File: config.mk
export PLATFORM = sky130hd
export DESIGN_NAME = qbio_port_ctrl
export DESIGN_NICKNAME = d
export VERILOG_FILES = /design/src/rtl/qbio_pkg.sv /design/src/rtl/qbio_pin_sync.sv /design/src/rtl/qbio_bit_drive.sv /design/src/rtl/qbio_port_ctrl.sv
export SDC_FILE = /design/constraint.sdc
export NUM_CORES = 1
export LEC_CHECK = 0
export BUFFER_PORTS_ARGS = -buffer_cell sky130_fd_sc_hd__buf_2
export CAP_MARGIN = 20
export CORE_MARGIN = 10
export CORE_UTILIZATION = 30
export CTS_BUF_LIST = sky130_fd_sc_hd__clkbuf_8 sky130_fd_sc_hd__clkbuf_16
export CTS_CLUSTER_DIAMETER = 40
export CTS_CLUSTER_SIZE = 14
export DETAILED_ROUTE_END_ITERATION = 7
export SLEW_MARGIN = 20
export SYNTH_ARGS = -nofsm -noshare
export SYNTH_HDL_FRONTEND = slang
export SYNTH_SLANG_ARGS = --single-unit
File: constraint.sdc
create_clock -name clk -period 1.87 [get_ports clk]
set_clock_uncertainty 0.05 [all_clocks]
set_input_delay 0.2805 -clock clk [delete_from_list [all_inputs] [get_ports clk]]
set_output_delay 0.2805 -clock clk [all_outputs]
set_load 0.02 [all_outputs]
File: src/rtl/qbio_pkg.sv
package qbio_pkg;
  typedef enum logic [1:0] {
    DRV_PULL_LOW  = 2'd0,
    DRV_WEAK_HIGH = 2'd1,
    DRV_BOOST     = 2'd2
  } drv_e;
endpackage

File: src/rtl/qbio_pin_sync.sv
module qbio_pin_sync #(
  parameter int WIDTH = 8
) (
  input  logic             clk,
  input  logic             rst_n,
  input  logic [WIDTH-1:0] d_in,
  output logic [WIDTH-1:0] d_out
);
  logic [WIDTH-1:0] meta_q, meta_n;
  logic [WIDTH-1:0] stab_q, stab_n;

  always_comb begin
    meta_n = d_in;
    stab_n = meta_q;
  end

  always_ff @(posedge clk or negedge rst_n) begin
    if (!rst_n) begin
      meta_q <= '0;
      stab_q <= '0;
    end else begin
      meta_q <= meta_n;
      stab_q <= stab_n;
    end
  end

  assign d_out = stab_q;
endmodule

File: src/rtl/qbio_bit_drive.sv
module qbio_bit_drive
  import qbio_pkg::*;
#(
  parameter int BOOST_CYCLES = 2
) (
  input  logic clk,
  input  logic rst_n,
  input  logic wr_en,
  input  logic wr_bit,
  input  logic alt_bit,
  output logic latch_o,
  output logic weak_o,
  output logic pd_o,
  output logic boost_o
);
  localparam int CW = (BOOST_CYCLES < 2) ? 1 : $clog2(BOOST_CYCLES);
  localparam logic [CW-1:0] RELOAD = CW'(BOOST_CYCLES - 1);

  logic          latch_q, latch_n;
  logic          eff_q, eff_n;
  logic [CW-1:0] cnt_q, cnt_n;
  logic          eff, rise;
  drv_e          state;

  // effective level and its rising edge
  always_comb begin
    eff  = latch_q & alt_bit;
    rise = eff & ~eff_q;
  end

  // next state
  always_comb begin
    latch_n = latch_q;
    if (wr_en) latch_n = wr_bit;
    eff_n = eff;
    cnt_n = cnt_q;
    if (!eff)              cnt_n = '0;
    else if (rise)         cnt_n = RELOAD;
    else if (cnt_q != '0)  cnt_n = cnt_q - 1'b1;
  end

  always_ff @(posedge clk or negedge rst_n) begin
    if (!rst_n) begin
      latch_q <= 1'b1;
      eff_q   <= 1'b1;
      cnt_q   <= '0;
    end else begin
      latch_q <= latch_n;
      eff_q   <= eff_n;
      cnt_q   <= cnt_n;
    end
  end

  // drive decode
  always_comb begin
    if (!eff)                         state = DRV_PULL_LOW;
    else if (rise || cnt_q != '0)     state = DRV_BOOST;
    else                              state = DRV_WEAK_HIGH;
  end

  assign latch_o = latch_q;
  assign pd_o    = (state == DRV_PULL_LOW);
  assign boost_o = (state == DRV_BOOST);
  assign weak_o  = (state != DRV_PULL_LOW);
endmodule

File: src/rtl/qbio_port_ctrl.sv
module qbio_port_ctrl #(
  parameter int WIDTH        = 8,
  parameter int BOOST_CYCLES = 2
) (
  input  logic             clk,
  input  logic             rst_n,
  input  logic             wr_en,
  input  logic [WIDTH-1:0] wr_data,
  input  logic [WIDTH-1:0] alt_out,
  input  logic [WIDTH-1:0] pin_in,
  output logic [WIDTH-1:0] weak_pu,
  output logic [WIDTH-1:0] strong_pd,
  output logic [WIDTH-1:0] boost_pu,
  output logic [WIDTH-1:0] latch_q,
  output logic [WIDTH-1:0] pin_q
);
  for (genvar g = 0; g < WIDTH; g++) begin : g_bit
    qbio_bit_drive #(.BOOST_CYCLES(BOOST_CYCLES)) u_bit (
      .clk     (clk),
      .rst_n   (rst_n),
      .wr_en   (wr_en),
      .wr_bit  (wr_data[g]),
      .alt_bit (alt_out[g]),
      .latch_o (latch_q[g]),
      .weak_o  (weak_pu[g]),
      .pd_o    (strong_pd[g]),
      .boost_o (boost_pu[g])
    );
  end

  qbio_pin_sync #(.WIDTH(WIDTH)) u_sync (
    .clk   (clk),
    .rst_n (rst_n),
    .d_in  (pin_in),
    .d_out (pin_q)
  );
endmodule

==> results of run 1 <==
stage by stage:
stage	hold slack [ps]	utilization [%]	instance area, um2
global placement	202.1	34.27	1739
floorplan	-65.09	-	1553
finish	41.49	36.39	1847
detailed placement	208.1	34.27	1739
global route	18.92	36.39	1847
CTS	26.18	36.39	1847
Yosys cell counts:
| library cell | instances |
|---|---|
| inv_1 | 16 |
| nor2_1 | 8 |
| dfrtp_1 | 24 |
| dfstp_2 | 16 |
| mux2_4 | 8 |
| buf_4 | 32 |
| buf_6 | 1 |
| nand2_1 | 8 |
| a21oi_1 | 8 |
kinds of logic (layout without fill, tap and decap cells):
family	Yosys count	after routing	synth area share [%]
buf+inv	49	92	20.06
flops	40	40	65.75
simple gates	16	16	3.868
compound gates	8	8	2.579
mux	8	8	7.736
power by group through the flow:
stage               registers (mW)  clock network, mW  logic, mW
floorplan                    0.997                  0      0.230
global placement             0.988                  0      0.286
detailed placement           0.991                  0      0.287
CTS                          0.975              0.638      0.289
global route                 0.984              0.668      0.308
finish                       0.974              0.608      0.280
worst max-delay path, delay by kind of cell (launching register included):
kind,cells,cell delay (ps)
buf+inv,1,190
flops,1,540
simple gates,1,90
compound gates,1,130
path summary, 6_finish.rpt:
kind,startpoint,endpoint
worst max-delay path,g_bit[0].u_bit.latch_o,boost_pu[0]
worst min-delay path,pin_in[5],u_sync.meta_q[5]
worst max register to register,g_bit[6].u_bit.latch_o,g_bit[6].u_bit.cnt_q
worst min register to register,u_sync.meta_q[0],u_sync.d_out[0]
max in group asynchronous,rst_n,g_bit[6].u_bit.latch_o
min in group asynchronous,rst_n,u_sync.meta_q[3]
repair_timing:
| action | 4_1_cts | 5_1_grt |
|---|---|---|
| hold buffers | 1 | 0 |
| buffers inserted | 0 | 0 |
| hold endpoints to repair | 8 | 0 |
registers in the layout, indices dropped and copies added, names as in the netlist:
| name | count |
|---|---|
| g_bit.u_bit.cnt_q | 8 |
| g_bit.u_bit.eff_q | 8 |
| g_bit.u_bit.latch_o | 8 |
| u_sync.d_out | 8 |
| u_sync.meta_q | 8 |
layer usage:
layer	global-route usage, %	routed length [um]	vias up
li1	-	-	416
met1	6.979	1065	416
met2	12.59	1582	29
met3	2.934	173	6
met4	4.627	72	0
met5	0	0	-
area by class of cell:
class                           instances  area, um2
Fill cell                             531       3228
Sequential cell                        40       1021
Timing Repair Buffer                   68      360.3
Multi-Input combinational cell         32      220.2
Tap cell                               70      87.58
Clock buffer                            6      82.58
Inverter                               16      60.06
Clock inverter                          2      15.01
==> key figures, run 1 <==
Logic synthesis
  – Post-synth cell types: 9
  – Sequential fraction of the synthesis area: approximately 66%
  – Mapped Cells: ~120
  – Post-synth top area cell: dfrtp_1
  – Yosys top cell area share: about two fifths
  – Syn_area_per_cell: around 13 um2
  – Warnings, synthesis: 0
  – Area contributors post-synth: dfrtp_1 39%, dfstp_2 27%, buf_4 15%, mux2_4 7.7%, inv_1 3.9%
  – Mapped Nets: 148
  – Mapped Area: roughly 1600 um2
  – Post-synthesis register bit count: 40

Global routing
  – Overall Global Routing Usage: about 7.2%
  – First-pass GRT wire length: 4781 um
  – Vias in the first global route: ~960
  – Initial antenna violation count: 0
  – Pin count of the biggest net entering global routing: 23
  – Remaining Overflow, GRT: 0

Routing
  – Final ANT Viol Nets: 0
  – Drt total wl: just under 3000 um
  – DRT Pass-1 Iters: 2
  – DRC: 0
  – Via/cell ratio: approximately 3.7
  – Vias: between 800 and 900
  – DRT iter0 DRCs: 30
  – Routed length per placed instance: 12.36 um

Final layout
  – # nets final: between 150 and 200
  – Layout cells sized above 1: 60.37%
  – Commonest cells after routing, fill and taps aside: 66 x buf_2, 24 x dfrtp_1, 16 x inv_1, 16 x dfstp_2
  – Layout area overhead: 18.94%
  – Most common cell after layout, fill and taps aside: buf_2
  – # diodes: 0
  – Layout Cells excl Fill: around 230

Pwr
  – Proportion of power drawn by the clock network: between 30% and 40%
  – Sw Ratio: between 20% and 30%
  – Maximum vdd drop: approximately 0.34 mV
  – Sequential power share: 52.3%
  – Sw power: around 0.51 mW
  – Leak: between 0.9 and 1 nW
  – Comb pwr share: 15.0%
  – Pwr Total: between 1.5 and 2 mW
  – Cell Int Power: ~1.4 mW
  – Pwr dens: just over 1000 nW/um2

Setup path
  – Reg2Reg Setup Slack: 1000 ps
  – Max stage delay cell, worst path: dfstp_2
  – Critical path endpoint category: output pin
  – Max incr delay on CP: between 500 and 600 ps
  – WS Path Type: register to output pin
  – Cells along the critical path: nand2_1 > a21oi_1 > buf_2
  – Worst Path Arrival: roughly 1200 ps
  – Worst R2R Path Depth: 2
  – CP max FO: 4
  – Type of origin of the critical path: register
  – CP Data Required Time: between 1500 and 2000 ps

STA
  – Worst Setup Slack, final: around 300 ps
  – Final hold violations: 0
  – Fin Setup TNS: 0 ps
  – RSZ-0062 raised after global routing: no
  – Slew @ Worst Pin: 451.3 ps
  – Final Critical Period: approximately 1600 ps
  – # setup viols final: 0
  – Fmax: 636.1 MHz
  – Period Utilization, post-route: a little over four fifths
  – Max-slew headroom: between 60% and 70%
  – Max-slew violations: 0

Run
  – Max-Cap Viols: 0

Hold path
  – Min-Delay Path Class: input port to register
  – Hold Crit Depth: 1

Die
  – Die X: 91.95 um
  – Core box area: 5075 um2
  – IO Pins: 67
  – Chip Height: slightly above 90 um
  – Full die area: 8454 um2
  – Initial core utilization: between 30 and 40%
  – Num rows: 26

Placement
  – Final HPWL from detailed placement: 2294 um
  – Placed cell count: around 230
  – Placer congestion estimate: roughly 0.67
  – Pre-CTS setup slack: around 600 ps
  – I/O Buffers: 66

Clock tree
  – Skew-Pair Late Insertion Delay: around 290 ps
  – Post-cts sizing count: 0
  – CTS root buf: clkbuf_8
  – CTS tree: built
  – Clock tree buffer depth: 2
  – Clock-pin transition on the worst setup and hold timing paths: 80 ps
  – CTS Buf Count: 5
  – H-Tree Depth: 2
  – # clock sinks: 40

Outcome
  – Outcome: completed
No activity file was read; power rests on OpenSTA's default activity.
==> run 2: changes to the inputs <==
clock period = 1.5 ns   (was 1.87 ns; I/O delays follow)
==> run 2 against run 1 <==
Non-clock buffer count grew 11. Sequential share of layout area shrank 6.6 points. Worst hold slack gained 70 ps. Register-to-register slack lost 410 ps. Die area is the same. Clock power grew 69%. Clock-buffer cell count shrank 1. Utilization grew 4.9 points. Via count grew 6.7%. Routed wire length grew 9.0%. Sequential power grew 26%. Critical path type unchanged. Largest power group unchanged.
==> key figures, run 2 (synthesized netlist as in run 1, its figures left out) <==
Outcome
  – Outcome: completed

Placement
  – Final HPWL from detailed placement: 2205 um
  – Area after DPL: between 1500 and 2000 um2
  – I/O Buffers: 66
  – Placed cell count: 225
  – Placer congestion estimate: slightly below 0.7
  – Pre-CTS setup slack: around 290 ps

STA
  – # setup viols final: 0
  – RSZ-0062 raised after global routing: yes
  – Final hold violations: 0
  – Period Utilization, post-route: between 90% and 100%
  – Fmax: about 700 MHz
  – Worst Setup Slack, final: 42.07 ps
  – Final Critical Period: roughly 1500 ps
  – Slew @ Worst Pin: between 400 and 500 ps
  – Max-slew headroom: 67.87%
  – Max-slew violations: 0

Setup path
  – Reg2Reg Setup Slack: between 500 and 600 ps
  – Critical register-to-register path endpoint: g_bit[5].u_bit.latch_o
  – Worst Path Arrival: ~1200 ps
  – Cells along the critical path: nand2_2 > a21oi_2 > buf_4
  – R2R Path Start: g_bit[5].u_bit.latch_o
  – Critical path endpoint category: output pin
  – Type of origin of the critical path: register
  – CP max FO: 4
  – CP Data Required Time: ~1200 ps
  – Max incr delay on CP: 540 ps
  – Max stage delay cell, worst path: dfstp_2
  – Worst R2R Path Depth: 2
  – WS Path Type: register to output pin
  – Critical path's top delay family: flip-flops
  – CP Buf/Inv Count: 1

Clock tree
  – Clock tree buffer depth: 2
  – Clock-pin transition on the worst setup and hold timing paths: about 80 ps
  – CTS root buf: clkbuf_8
  – CTS Buf Count: 5
  – H-Tree Depth: 2
  – CTS tree: built
  – Skew-Pair Late Insertion Delay: between 200 and 300 ps
  – # clock sinks: 40

Hold path
  – Hold Crit Depth: 2
  – Min-delay src: wr_data[0]
  – Hold EP: g_bit[0].u_bit.latch_o
  – Min-Delay Path Class: input port to register

Final layout
  – # nets final: about 200
  – Most common cell after layout, fill and taps aside: buf_2
  – Layout area overhead: 35.05%
  – Commonest cells after routing, fill and taps aside: 53 x buf_2, 24 x dfrtp_1, 17 x inv_1, 16 x dfstp_2, 15 x buf_4
  – Design area: 2097 um2
  – # diodes: 0
  – Sequential cell area: 1021 um2
  – Fill count: roughly 520
  – Layout Cells excl Fill: 245
  – Multi-input gate area: a little over 300 um2
  – Layout cells sized above 1: ~67%

Pwr
  – Pwr dens: between 1000 and 1500 nW/um2
  – Leak: between 1 and 1.5 nW
  – Maximum vdd drop: 0.6942 mV

Global routing
  – Remaining Overflow, GRT: 0
  – Pin count of the biggest net entering global routing: approximately 40
  – First-pass GRT wire length: about 4900 um
  – Initial antenna violation count: 0
  – Overall Global Routing Usage: roughly 7.2%
  – Vias in the first global route: slightly above 1,000

Routing
  – DRC: 0
  – Vias: about 900
  – Routed length per placed instance: around 13 um
  – DRT iter0 DRCs: 15
  – Drt total wl: around 3200 um
  – Final ANT Viol Nets: 0
  – DRT Pass-1 Iters: 4
  – Via/cell ratio: about 3.8

Die
  – Num rows: 26
  – Full die area: around 8500 um2
  – IO Pins: 67
  – Core box area: just over 5000 um2
  – Die X: 91.95 um
  – Initial core utilization: 30.60%
  – Chip Height: between 90 and 100 um

Run
  – Max-Cap Viols: 0
run 2: changes by cell type in the layout (fill, tap and decap cells not counted), sizes merged:
cell         delta
clkinvlp        -2
inv             +1
bufinv          +2
clkbuf          -1
dlygate4sd3     +8
buf             +3
run 2: worst max-delay path by stage:
stage	start	end	slack, ps	cells after the start
global route	g_bit[0].u_bit.latch_o	boost_pu[0]	-20	3
detailed placement	g_bit[0].u_bit.latch_o	boost_pu[0]	290	3
global placement	g_bit[6].u_bit.latch_o	boost_pu[6]	310	3
floorplan	g_bit[3].u_bit.latch_o	boost_pu[3]	370	3
finish	g_bit[6].u_bit.latch_o	boost_pu[6]	40	3
CTS	g_bit[7].u_bit.latch_o	boost_pu[7]	0.01	3
run 2: metrics by stage:
stage,power [mW],util (%),TNS (ps),hold slack (ps)
3_5_place_dp,1.588,34.02,0,262.1
2_1_floorplan,1.530,-,0,-120.6
6_report,2.678,41.32,0,111.7
5_1_grt,2.802,41.32,-53.61,99.37
4_1_cts,2.674,39.40,0,99.52
3_3_place_gp,1.584,34.02,0,256.3
run 2: final cells by class:
cell class	count	area share [%]
Sequential cell	40	48.69
Tap cell	70	4.177
Timing Repair Buffer	79	23.39
Multi-Input combinational cell	32	14.56
Clock buffer	5	3.282
Inverter	16	2.864
Clock inverter	3	3.043
run 2: worst register-to-register path: stages (launching register included):
cell     delay, ps
dfstp_2        570
buf_4          110
mux2_4         120
run 2: where the power goes:
group	leakage, nW	switching, mW	internal [mW]
logic	0.555	0.239	0.183
clock network	0.0695	0.370	0.658
registers	0.459	0.0436	1.18
total	1.08	0.653	2.02
run 2: repair_timing:
action                                 in CTS  in global routing
gates resized for setup                    13                 24
buffers inserted                            2                  1
endpoints found under the hold margin      32                  0
pin swaps                                   0                  2
setup endpoints to repair                   8                 14
hold buffers                                9                  0
run 2: per-layer routing:
layer	vias up	track usage, %	wire (um)	share of wire [%]
met5	-	0	0	0
met4	0	4.627	66	2.1
met3	7	2.852	184	5.8
met2	32	12.29	1721	55
met1	450	7.275	1180	37
li1	436	-	-	-
==> run 3: changes to the inputs <==
PLACE_DENSITY = 0.64   (was unset)
==> run 3 against run 2 <==
Critical path type unchanged. Via count is 1.3% higher. Critical path depth unchanged. Sequential power is essentially flat. Largest cell class unchanged.
==> key figures, run 3 (synthesized netlist as in run 1, its figures left out) <==
Global routing
  – Met2 Resource Use GR: between 10% and 20%
  – Met3 usage: roughly 4%
  – Overall Global Routing Usage: approximately 7.6%
  – Vias in the first global route: 990
  – GRT busiest layer: met2
  – Met1 Track Usage GR: approximately 8.5%
  – Remaining Overflow, GRT: 0
  – First-pass GRT wire length: 5050 um
  – Pin count of the biggest net entering global routing: 22
  – Initial antenna violation count: 0

Routing
  – Via/cell ratio: 3.794
  – Drt total wl: between 3000 and 4000 um
  – Vias: between 900 and 1,000
  – Final ANT Viol Nets: 0
  – DRT Pass-1 Iters: 2
  – DRT iter0 DRCs: 7
  – DRC: 0
  – Routed length per placed instance: 12.95 um

Final layout
  – Most common cell after layout, fill and taps aside: buf_2
  – Layout cells sized above 1: between 60% and 70%
  – # diodes: 0
  – Commonest cells after routing, fill and taps aside: 58 x buf_2, 24 x dfrtp_1, 16 x inv_1, 16 x dfstp_2, 9 x dlygate4sd3_1
  – Layout Cells excl Fill: between 200 and 250
  – Fill count: between 400 and 500
  – # nets final: 203
  – Layout area overhead: 38.84%

Die
  – Num rows: 26
  – IO Pins: 67
  – Full die area: around 8500 um2
  – Core box area: ~5100 um2
  – Initial core utilization: between 30% and 40%
  – Chip Height: about 92 um
  – Die X: 91.95 um

Hold path
  – Min-Delay Path Class: input port to register

Setup path
  – Type of origin of the critical path: register
  – Critical path endpoint category: output pin
  – Max stage delay cell, worst path: dfstp_2
  – WS Path Type: register to output pin
  – Cells along the critical path: nand2_4 > a21oi_2 > buf_6
  – Max incr delay on CP: roughly 570 ps
  – CP Data Required Time: between 1000 and 1500 ps
  – CP Buf/Inv Count: 1
  – Critical path's top delay family: flip-flops
  – Reg2Reg Setup Slack: 590 ps
  – Worst Path Arrival: 1160 ps
  – CP max FO: 4

Clock tree
  – CTS tree: built
  – CTS Buf Count: 5
  – # clock sinks: 40
  – H-Tree Depth: 2
  – Skew-Pair Late Insertion Delay: ~290 ps
  – Clock-pin transition on the worst setup and hold timing paths: approximately 80 ps
  – CTS root buf: clkbuf_8
  – Clock tree buffer depth: 2

STA
  – Final Critical Period: 1440 ps
  – Final hold violations: 0
  – Period Utilization, post-route: 95.97%
  – Slew @ Worst Pin: 462.4 ps
  – # setup viols final: 0
  – RSZ-0062 raised after global routing: yes
  – Max-slew headroom: between 60% and 70%
  – Max-slew violations: 0
  – Fmax: between 600 and 700 MHz

Placement
  – I/O Buffers: 66
  – Placer congestion estimate: around 0.7
  – Final HPWL from detailed placement: 2379 um
  – Placed cell count: approximately 230

Pwr
  – Leak: roughly 1.1 nW
  – Pwr dens: about 1300 nW/um2
  – Maximum vdd drop: ~0.74 mV
  – Pwr Total: between 2 and 3 mW

Run
  – Max-Cap Viols: 0

Outcome
  – Outcome: completed
run 3: per-stage QoR:
step | setup TNS (ps) | hold slack (ps) | cell area (um2) | utilization [%] | worst slack, ps
final | 0 | 116.6 | 2156 | 42.48 | 60.41
after global routing | -23.31 | 102.3 | 2156 | 42.48 | -20.48
after CTS | 0 | 102.0 | 2032 | 40.04 | 0.1987
after detailed placement | 0 | 153.2 | 1739 | 34.27 | 285.7
after global placement | 0 | 149.2 | 1739 | 34.27 | 307.7
after floorplan | 0 | -120.6 | 1553 | - | 368.2
run 3: power by group:
group	leakage [nW]	internal [mW]	switching, mW	total, mW
combinational	0.579	0.193	0.244	0.437
sequential	0.459	1.18	0.0439	1.23
clock	0.0784	0.832	0.374	1.21
total	1.12	2.21	0.662	2.87
run 3: cell type report:
type                            count  area [um2]  area share (%)
Clock inverter                      3       90.09           4.179
Timing Repair Buffer               81       520.5           24.14
Multi-Input combinational cell     32       307.8           14.28
Tap cell                           70       87.58           4.063
Sequential cell                    40        1021           47.36
Inverter                           16       60.06           2.786
Clock buffer                        5       68.82           3.192
run 3: worst reg2reg max path, stage by stage, from the launching register on:
cell	delay, ps
dfstp_2	570
buf_4	110
mux2_4	130
run 3: worst paths after layout:
check / from / to / cells after the start
max in group asynchronous: rst_n / g_bit[5].u_bit.eff_q / 3
worst max-delay path: g_bit[3].u_bit.latch_o / boost_pu[3] / 3
worst min-delay path: wr_data[2] / g_bit[2].u_bit.latch_o / 2
worst max register to register: g_bit[4].u_bit.latch_o / g_bit[4].u_bit.latch_o / 2
min in group asynchronous: rst_n / u_sync.meta_q[7] / 2
worst min register to register: u_sync.meta_q[6] / u_sync.d_out[6] / 0
run 3: routing by layer:
| metal | vias up | share of wire [%] |
|---|---|---|
| met2 | 41 | 49 |
| met4 | 0 | 1.1 |
| met1 | 451 | 42 |
| li1 | 440 | - |
| met3 | 5 | 8.0 |
| met5 | - | 0 |
run 3: repair_timing:
item / in CTS / in global routing
setup endpoints to repair: 8 / 13
hold buffers: 9 / 0
hold endpoints to repair: 21 / 0
cloned: 0 / 0
gates resized for setup: 14 / 23
buffers inserted: 1 / 4
pin swaps: 0 / 3
